### config.mk
export PLATFORM = sky130hd
export DESIGN_NAME = irq_prio_chain
export DESIGN_NICKNAME = d
export VERILOG_FILES = /design/src/rtl/irq_prio_chain.sv
export SDC_FILE = /design/constraint.sdc
export NUM_CORES = 1
export LEC_CHECK = 0
export BUFFER_PORTS_ARGS = -buffer_cell sky130_fd_sc_hd__buf_2
export CAP_MARGIN = 20
export CORE_MARGIN = 2
export CORE_UTILIZATION = 54
export CTS_CLUSTER_DIAMETER = 200
export DETAILED_ROUTE_END_ITERATION = 8
export PLACE_DENSITY = 0.88
export SLEW_MARGIN = 20
export SYNTH_ARGS = -nofsm -noshare
export SYNTH_HDL_FRONTEND = slang
export SYNTH_SLANG_ARGS = --single-unit
### constraint.sdc
create_clock -name clk -period 3.7 [get_ports clk]
set_input_delay 0.925 -clock clk [delete_from_list [all_inputs] [get_ports clk]]
set_output_delay 0.925 -clock clk [all_outputs]
set_load 0.005 [all_outputs]
### src/rtl/irq_prio_chain.sv
module irq_prio_chain #(
  parameter int NDEV  = 4,
  parameter int VW    = 8,
  parameter int HOLD  = 3,
  parameter int VBASE = 32,
  parameter int VSTEP = 1
) (
  input  logic            clk,
  input  logic            rst_n,
  input  logic [NDEV-1:0] dev_req,
  input  logic            ack_in,
  output logic            irq_n,
  output logic [NDEV-1:0] vec_en,
  output logic [VW-1:0]   vec_data,
  output logic            chain_out
);
  localparam int CW = (HOLD < 2) ? 1 : $clog2(HOLD + 1);

  logic [NDEV-1:0] rf, elig, busy, clr, rf_nx;
  logic [NDEV:0]   pi;
  logic [CW-1:0]   cnt [NDEV];

  always_comb begin
    pi[0] = ack_in;
    for (int i = 0; i < NDEV; i++) begin
      vec_en[i] = pi[i] & elig[i];
      pi[i+1]   = pi[i] & ~elig[i];
      busy[i]   = vec_en[i] | (cnt[i] != '0);
      clr[i]    = busy[i] && (cnt[i] == CW'(HOLD - 1));
      rf_nx[i]  = ~clr[i] & (rf[i] | dev_req[i]);
    end
  end

  always_comb begin
    vec_data = '0;
    for (int i = 0; i < NDEV; i++)
      vec_data = vec_data | ({VW{vec_en[i]}} & VW'(VBASE + i * VSTEP));
  end

  assign chain_out = pi[NDEV];
  assign irq_n     = ~|rf;

  always_ff @(posedge clk) begin
    if (!rst_n) begin
      rf   <= '0;
      elig <= '0;
      for (int i = 0; i < NDEV; i++) cnt[i] <= '0;
    end else begin
      rf   <= rf_nx;
      elig <= ack_in ? (elig & ~clr) : rf_nx;
      for (int i = 0; i < NDEV; i++)
        cnt[i] <= (busy[i] && !clr[i]) ? cnt[i] + CW'(1) : '0;
    end
  end

  a_r5_one_winner: assert property (@(posedge clk) disable iff (!rst_n)
    $onehot0(vec_en));
  a_r3_no_ack_quiet: assert property (@(posedge clk) disable iff (!rst_n)
    !ack_in |-> (vec_en == '0 && !chain_out));
  a_r6_idle_data: assert property (@(posedge clk) disable iff (!rst_n)
    (vec_en == '0) |-> (vec_data == '0));
  a_r4_pass_through: assert property (@(posedge clk) disable iff (!rst_n)
    (ack_in && elig == '0) |-> chain_out);
  a_r7_req_raises_irq: assert property (@(posedge clk) disable iff (!rst_n)
    ((dev_req & ~busy) != '0) |=> !irq_n);
  a_r9_hold_selection: assert property (@(posedge clk) disable iff (!rst_n)
    (ack_in && $past(ack_in) && $past(rst_n) && busy == '0 && $past(busy) == '0) |-> $stable(elig));
endmodule

### Word level (Yosys, flattened, before mapping)

Memory sizes are Yosys's and may differ from the RTL's.
Cells that the tools add are included.

* RAM bits: 8
* logic and storage cells: 77
* register bits: 8
* input bits: 7
* output and inout port bits: 14
* memories kept: 1

Memory list
* cnt: depth 4, bits a word 2, read ports 4, clocked after memory_dff 0, write ports 4, RTL line 21 `logic [CW-1:0] cnt [NDEV];`

* bitwise operators: 37
* eq/ne operators: 4
* mux-type cells: 11
* add/subtract/negate cells: 4
* reductions and logical operators: 18

Operators by type and width (number)
* $or A6 B6 Y6: 3
* $mux W2: 8
* $and A1 B1 Y1: 12
* $or A1 B1 Y1: 12
* $add A2 B1 Y2 const B: 4
* $eq A2 B2 Y1 const B: 4
* $logic_and A1 B1 Y1: 8
* $not A1 Y1: 8
* $reduce_bool A2 Y1: 4
* $logic_not A1 Y1: 5
* $and A4 B4 Y4: 1
* $mux W4: 1
* $not A4 Y4: 1
* $reduce_or A4 Y1: 1
* $mux W1: 2

### Longest topological paths before layout

Gate-level depths: netlist of the first run.

* depth in word-level cells: 11
* mapped depth: 4
* depth with buffers taken out: 4

### Worst setup path before layout of the first run

Ideal clock, no wire load.

* kind: input to output
* start: in ack_in
* end: out vec_en[1]
* data required time: 2.775 ns
* cell stages on the path: 3
* path buffers: 1
* path slack: 1.504 ns
* arrival: 1.271 ns
* cells stage by stage: buf_2 nand3b_1 inv_1

* longest elaborated chain between the ends: 2

RTL lines
* start: declaration: RTL line 11 `input logic ack_in,`
* $and A1 B1 Y1: RTL line 27 `pi[i+1] = pi[i] & ~elig[i];`
* $and A1 B1 Y1: RTL line 26 `vec_en[i] = pi[i] & elig[i];`
* end: declaration: RTL line 13 `output logic [NDEV-1:0] vec_en,`

No other way between the ends.

### Worst setup path in the final report of the first run

* start: in ack_in
* end: out chain_out

* longest elaborated chain between the ends: 4

RTL lines
* $and A1 B1 Y1 (4 in a row): RTL line 27
* end: declaration: RTL line 15 `output logic chain_out`

No other way between the ends.

==> key figures, run 1 <==
Critical path
  – Critical Path Sink Type: primary output
  – Reg-to-reg critical path startpoint: cnt[3][0]
  – CP top delay family: buffers and inverters
  – CP bufs+invs: 2
  – Most Frequent Cell on Critical Path: buf_2
  – Worst path slowest cell: buf_2
  – Worst setup SP type: primary input
  – Crit Path Class: primary input to primary output
  – R2R depth: 4
  – Crit-path cells: buf_2, nand2b_1, nor4_1, buf_2
  – Crit-path max FO: 15
  – Worst EP required: 2.77 ns
  – Worst R2R Setup Slack: 2.24 ns
  – Max incr delay on CP: 0.23 ns
  – FF-to-FF End: cnt[3][0]
  – Worst path arrival time: 1.67 ns

Synth
  – Async set-or-reset flop fraction in the synthesized netlist: 0%
  – Area contributors post-synth: dfxtp_1 (39%), ha_1 (12%), inv_1 (6.4%)
  – Area leader, netlist: dfxtp_1
  – Post-synth EDFFs: 0
  – #FFs+latches synth: 16
  – Synth Instances: 91
  – Main synth FF type: dfxtp_1
  – Synth top area share: 39.0%
  – Mean Syn Cell Area: 9.02 sq um
  – Synth Warn #: 0
  – Register area share after synthesis: 39.0%
  – Syn Std Cell Area: 821 sq um
  – Netlist cell types: 26

GRT
  – First-pass GRT wire length: 2860 um
  – Initial antenna violation count: 0
  – Global route overflow: 0
  – Number of global-route vias before repair: 700
  – GRT Total Usage: 20.7%
  – Largest net degree at the start of global routing: 16

Drt
  – DR DRC count: 0
  – Post-Route WL: 1580 um
  – Average via count per standard cell: 5.35
  – Iter 0 DRT Violations: 7
  – Via count: 658
  – Routed length per instance: 12.8 um
  – Metal3 WL: 77 um
  – DR top layer: met4
  – Metal1 wirelength: 685 um
  – WL met2: 794 um
  – Antenna Violating Nets Remaining: 0
  – TritonRoute pass-1 iters: 4

Place
  – DP HPWL: 1210 um
  – Placed cells: 120
  – Port-buffer cells: 15
  – Final GP Congestion: 0.724

Floorplan
  – Initial core utilization: 55.8%
  – IO Pins: 21
  – Height of the die: 43.0 um
  – Core area: 0.00147 sq mm
  – Die area: 0.00185 sq mm
  – Num rows: 14
  – Die X: 43.0 um

Layout
  – Multi-input gate area: 420 sq um
  – # fillers: 138
  – Synth-to-layout area growth: 11.0%
  – Sequential cell area: 320 sq um
  – Post-Layout Cell Count: 123
  – Antenna cells: 0
  – Fraction of layout cells with a size suffix above 1: 18.7%
  – # nets final: 124

STA
  – Setup TNS: 0 ns
  – Slew Limit Fails: 0
  – Max Freq: 0.385 GHz
  – Setup-failing EPs final: 0
  – Hold Fails Final Rpt: 0
  – Clk_skew: 0.00201 ns
  – RSZ-0062 raised after global routing: no
  – Fin crit period: 2.60 ns
  – Tcrit/Tclk final: 70.2%

CTS
  – CTS clk-pin slew, worst paths: 0.09 ns
  – Root Driver: clkbuf_4
  – CTS sink cnt: 16
  – Clk buf depth: 2
  – Worst-skew pair later-pin latency: 0.28 ns
  – Clock buffer count from CTS: 3
  – Post-CTS Hold Buffers: 0
  – Htree depth: 1
  – Post-CTS Resized: 0
  – CTS tree: built
  – Setup Buffers After CTS: 0

Pwr
  – Pwr Density: 367 mW/mm^2
  – Peak supply drop: 0.000202 V
  – Static Leak: 0.404 nW

Min path
  – Hold depth: 1
  – Hold/Removal Path Class: flip-flop to flip-flop
  – Hold path start: cnt[1][0]
  – Endpoint, Worst Hold: cnt[1][0]

Run
  – Max-cap violations: 0

Outcome
  – Outcome: finished clean
==> stage by stage <==
| stage | setup slack (ns) | utilization [%] | power [W] | hold slack (ns) | area [sq um] |
|---|---|---|---|---|---|
| global placement | 1.16 | 60.4 | 0.000244 | 0.405 | 888 |
| detailed placement | 1.11 | 60.4 | 0.000248 | 0.410 | 888 |
| global route | 0.995 | 61.9 | 0.000353 | 0.464 | 911 |
| CTS | 1.10 | 61.9 | 0.000338 | 0.427 | 911 |
| finish | 1.10 | 61.9 | 0.000334 | 0.427 | 911 |
| floorplan | 1.50 | - | 0.000232 | 0.394 | 836 |
==> area by class of cell <==
type,count,share of cell area [%]
Multi-Input combinational cell,59,46.2
Clock buffer,3,2.47
Timing Repair Buffer,15,8.24
Tap cell,16,2.20
Sequential cell,16,35.2
Inverter,14,5.77
==> synthesized netlist by cell type (2+ instances only) <==
cell and count:
buf_4 5, nor2_1 9, a211oi_1 6, nor3_1 7
dfxtp_1 16, nand2b_1 6, nor4_1 2, ha_1 8
nor2b_1 2, inv_1 14
==> state kept, by name, indices dropped and copies added, names as in the netlist <==
signal and flops:
cnt 8, elig 4, rf 4
==> worst max-delay path by stage <==
stage | start | to | slack (ns) | cells after the start
2_1_floorplan | ack_in | vec_en[1] | 1.50 | 3
3_3_place_gp | ack_in | chain_out | 1.16 | 4
3_5_place_dp | ack_in | vec_data[1] | 1.11 | 4
4_1_cts | ack_in | vec_data[1] | 1.10 | 4
5_1_grt | ack_in | chain_out | 1.0 | 4
6_report | ack_in | chain_out | 1.10 | 4
==> report_power, final <==
| part | total [W] | leakage, nW | switching [W] | internal [W] |
|---|---|---|---|---|
| logic | 0.0000508 | 0.258 | 0.0000269 | 0.0000239 |
| clock network | 0.0000895 | 0.0138 | 0.0000517 | 0.0000378 |
| registers | 0.000194 | 0.132 | 0.0000110 | 0.000183 |
| total | 0.000334 | 0.404 | 0.0000896 | 0.000244 |
==> layer usage <==
layer | up-vias | GRT usage, %
met5 | - | 0
li1 | 331 | -
met2 | 18 | 33.6
met1 | 305 | 24.9
met3 | 4 | 4.68
met4 | 0 | 11.5
==> cell families (layout without fill, tap and decap cells) <==
group,after synthesis,count (layout),synth area share (%)
adders and majority gates,8,8,12.2
DFF,16,16,39.0
AOI/OAI and AO/OA,12,12,11.7
other,1,5,0.457
buffers and inverters,20,32,11.6
and+or+nand+nor,34,34,25.0
==> layout by cell type (no fill, tap or decap), types with 2 or more instances in the layout <==
master and instances:
dfxtp_1 16, buf_2 15, inv_1 14, nor2_1 9, ha_1 8, nor3_1 7, nand2b_1 6, a211oi_1 6
conb_1 5, clkbuf_4 3, nor4_1 2, nor2b_1 2
Note: power is estimated with default switching activity, not from simulation.
==> run 2: changes to the inputs <==
Settings changed: CORE_UTILIZATION 54 to 50, PLACE_DENSITY 0.88 to 0.83.
Clock period 3.7 ns to 2.4 ns, I/O delays scaled along.
==> key figures, run 2 (same netlist as run 1, synthesis figures left out) <==
Layout
  – Multi-input gate area: 420 sq um (unchanged)
  – Reg with most FFs: cnt (unchanged)
  – # nets final: 124 (unchanged)
  – Commonest non-fill, non-tap cell in the layout: dfxtp_1 (unchanged)
  – Biggest regs: cnt x8, elig x4, rf x4 (unchanged)
  – Antenna cells: 0 (unchanged)
  – Synth-to-layout area growth: 12.7% (was 11.0%)
  – Sequential cell area: 320 sq um (unchanged)
  – Fraction of layout cells with a size suffix above 1: 19.4% (was 18.7%)
  – Post-Layout Cell Count: 124 (was 123)
  – Max FFs per register: 8 (unchanged)
  – # fillers: 151 (was 138)
  – Commonest non-fill, non-tap cells in the layout: dfxtp_1 (16), buf_2 (15), inv_1 (14) (unchanged)

STA
  – Tcrit/Tclk final: 83.3%
  – Setup TNS: 0 ns (unchanged)
  – Fin crit period: 2.00 ns
  – Hold Fails Final Rpt: 0 (unchanged)
  – Max Freq: 0.500 GHz
  – Setup-failing EPs final: 0 (unchanged)
  – Clk_skew: 0.00474 ns (was 0.00201 ns)
  – RSZ-0062 raised after global routing: no (unchanged)
  – Slew Limit Fails: 0 (unchanged)

CTS
  – CTS sink cnt: 16 (unchanged)
  – Clock buffer count from CTS: 3 (unchanged)
  – CTS clk-pin slew, worst paths: 0.10 ns (was 0.09 ns)
  – Post-CTS Hold Buffers: 0 (unchanged)
  – Root Driver: clkbuf_4 (unchanged)
  – Post-CTS Resized: 0 (unchanged)
  – Htree depth: 1 (unchanged)
  – Setup Buffers After CTS: 0 (unchanged)
  – Worst-skew pair later-pin latency: 0.29 ns (was 0.28 ns)
  – Clk buf depth: 2 (unchanged)
  – CTS tree: built (unchanged)

Drt
  – Antenna Violating Nets Remaining: 0 (unchanged)
  – Iter 0 DRT Violations: 21 (was 7)
  – Post-Route WL: 1590 um (was 1580 um)
  – Average via count per standard cell: 5.35 (about the same)
  – Via count: 663 (was 658)
  – DR DRC count: 0 (unchanged)
  – TritonRoute pass-1 iters: 4 (unchanged)
  – Routed length per instance: 12.8 um (about the same)

Floorplan
  – Height of the die: 44.5 um (was 43.0 um)
  – Die X: 44.5 um (was 43.0 um)
  – Core area: 0.00152 sq mm (was 0.00147 sq mm)
  – Initial core utilization: 53.9% (was 55.8%)
  – Die area: 0.00198 sq mm (was 0.00185 sq mm)
  – Num rows: 14 (unchanged)
  – IO Pins: 21 (unchanged)

Critical path
  – Reg-to-reg critical path startpoint: cnt[3][0] (unchanged)
  – Worst setup SP type: primary input (unchanged)
  – Worst EP required: 1.80 ns (was 2.77 ns)
  – Crit Path Class: primary input to primary output (unchanged)
  – Worst path slowest cell: buf_2 (unchanged)
  – Max incr delay on CP: 0.23 ns (about the same)
  – Crit-path max FO: 15 (unchanged)
  – Critical Path Source: ack_in (unchanged)
  – Worst path arrival time: 1.40 ns (was 1.67 ns)
  – Crit-path cells: buf_2, nand2b_1, nor4_1, buf_2 (unchanged)
  – Critical Path Sink Type: primary output (unchanged)
  – Most Frequent Cell on Critical Path: buf_2 (unchanged)

Pwr
  – Pwr Density: 603 mW/mm^2 (was 367 mW/mm^2)
  – Peak supply drop: 0.000368 V (was 0.000202 V)
  – Total power: 0.000557 W (was 0.000334 W)
  – Static Leak: 0.411 nW (was 0.404 nW)

Min path
  – Hold path start: cnt[2][0] (was cnt[1][0])
  – Hold/Removal Path Class: flip-flop to flip-flop (unchanged)

GRT
  – Largest net degree at the start of global routing: 16 (unchanged)
  – First-pass GRT wire length: 2530 um (was 2860 um)
  – Global route overflow: 0 (unchanged)
  – GRT Total Usage: 18.4% (was 20.7%)
  – Initial antenna violation count: 0 (unchanged)
  – Number of global-route vias before repair: 595 (was 700)

Place
  – Port-buffer cells: 15 (unchanged)
  – Final GP Congestion: 0.752 (was 0.724)
  – DP HPWL: 1230 um (was 1210 um)
  – Placed cells: 120 (unchanged)

Run
  – Max-cap violations: 0 (unchanged)

Outcome
  – Outcome: finished clean (unchanged)
[run 2: cell types whose count changed in the layout (fill, tap and decap cells not counted)]
cell | previous run | this run
clkbuf_8 | 0 | 1
[run 2: cell type report]
type                    count  share of cell area [%]
multi-input cells          59                    45.5
flip-flops and latches     16                    34.6
repair buffers             15                    8.12
inverters                  14                    5.68
clock buffers               4                    3.92
well taps                  16                    2.17
[run 2: per-layer routing]
layer  GRT usage [%]  vias to the layer above  wire length [um]
met5               0                        -                 0
met3            6.53                        4                95
met1            18.6                      307               625
met4            10.9                        0                38
li1                -                      334                 -
met2            32.2                       18               831
[run 2: per-stage QoR]
| stage | hold slack (ns) | setup slack, ns | utilization, % | area [sq um] |
|---|---|---|---|---|
| 2_1_floorplan | 0.394 | 0.854 | - | 836 |
| 3_3_place_gp | 0.404 | 0.485 | 58.3 | 888 |
| 3_5_place_dp | 0.407 | 0.438 | 58.3 | 888 |
| 4_1_cts | 0.421 | 0.428 | 60.7 | 925 |
| 5_1_grt | 0.427 | 0.300 | 60.7 | 925 |
| 6_report | 0.418 | 0.402 | 60.7 | 925 |
[run 2: final timing paths]
path	end	cells past startpoint	slack, ns
max	chain_out	4	0.40
min	cnt[2][0]	1	0.42
max reg2reg	cnt[3][1]	4	0.96
min reg2reg	cnt[2][0]	1	0.42
[run 2: worst max-delay path: cells and delay by family]
family / cells / cell delay, ns
buf+inv: 2 / 0.40
simple gates: 2 / 0.40
[run 2: where the power goes]
| part | internal [W] | switching, W | total [W] |
|---|---|---|---|
| Combinational | 0.0000372 | 0.0000426 | 0.0000798 |
| Clock | 0.0000925 | 0.0000876 | 0.000180 |
| Sequential | 0.000282 | 0.0000157 | 0.000297 |
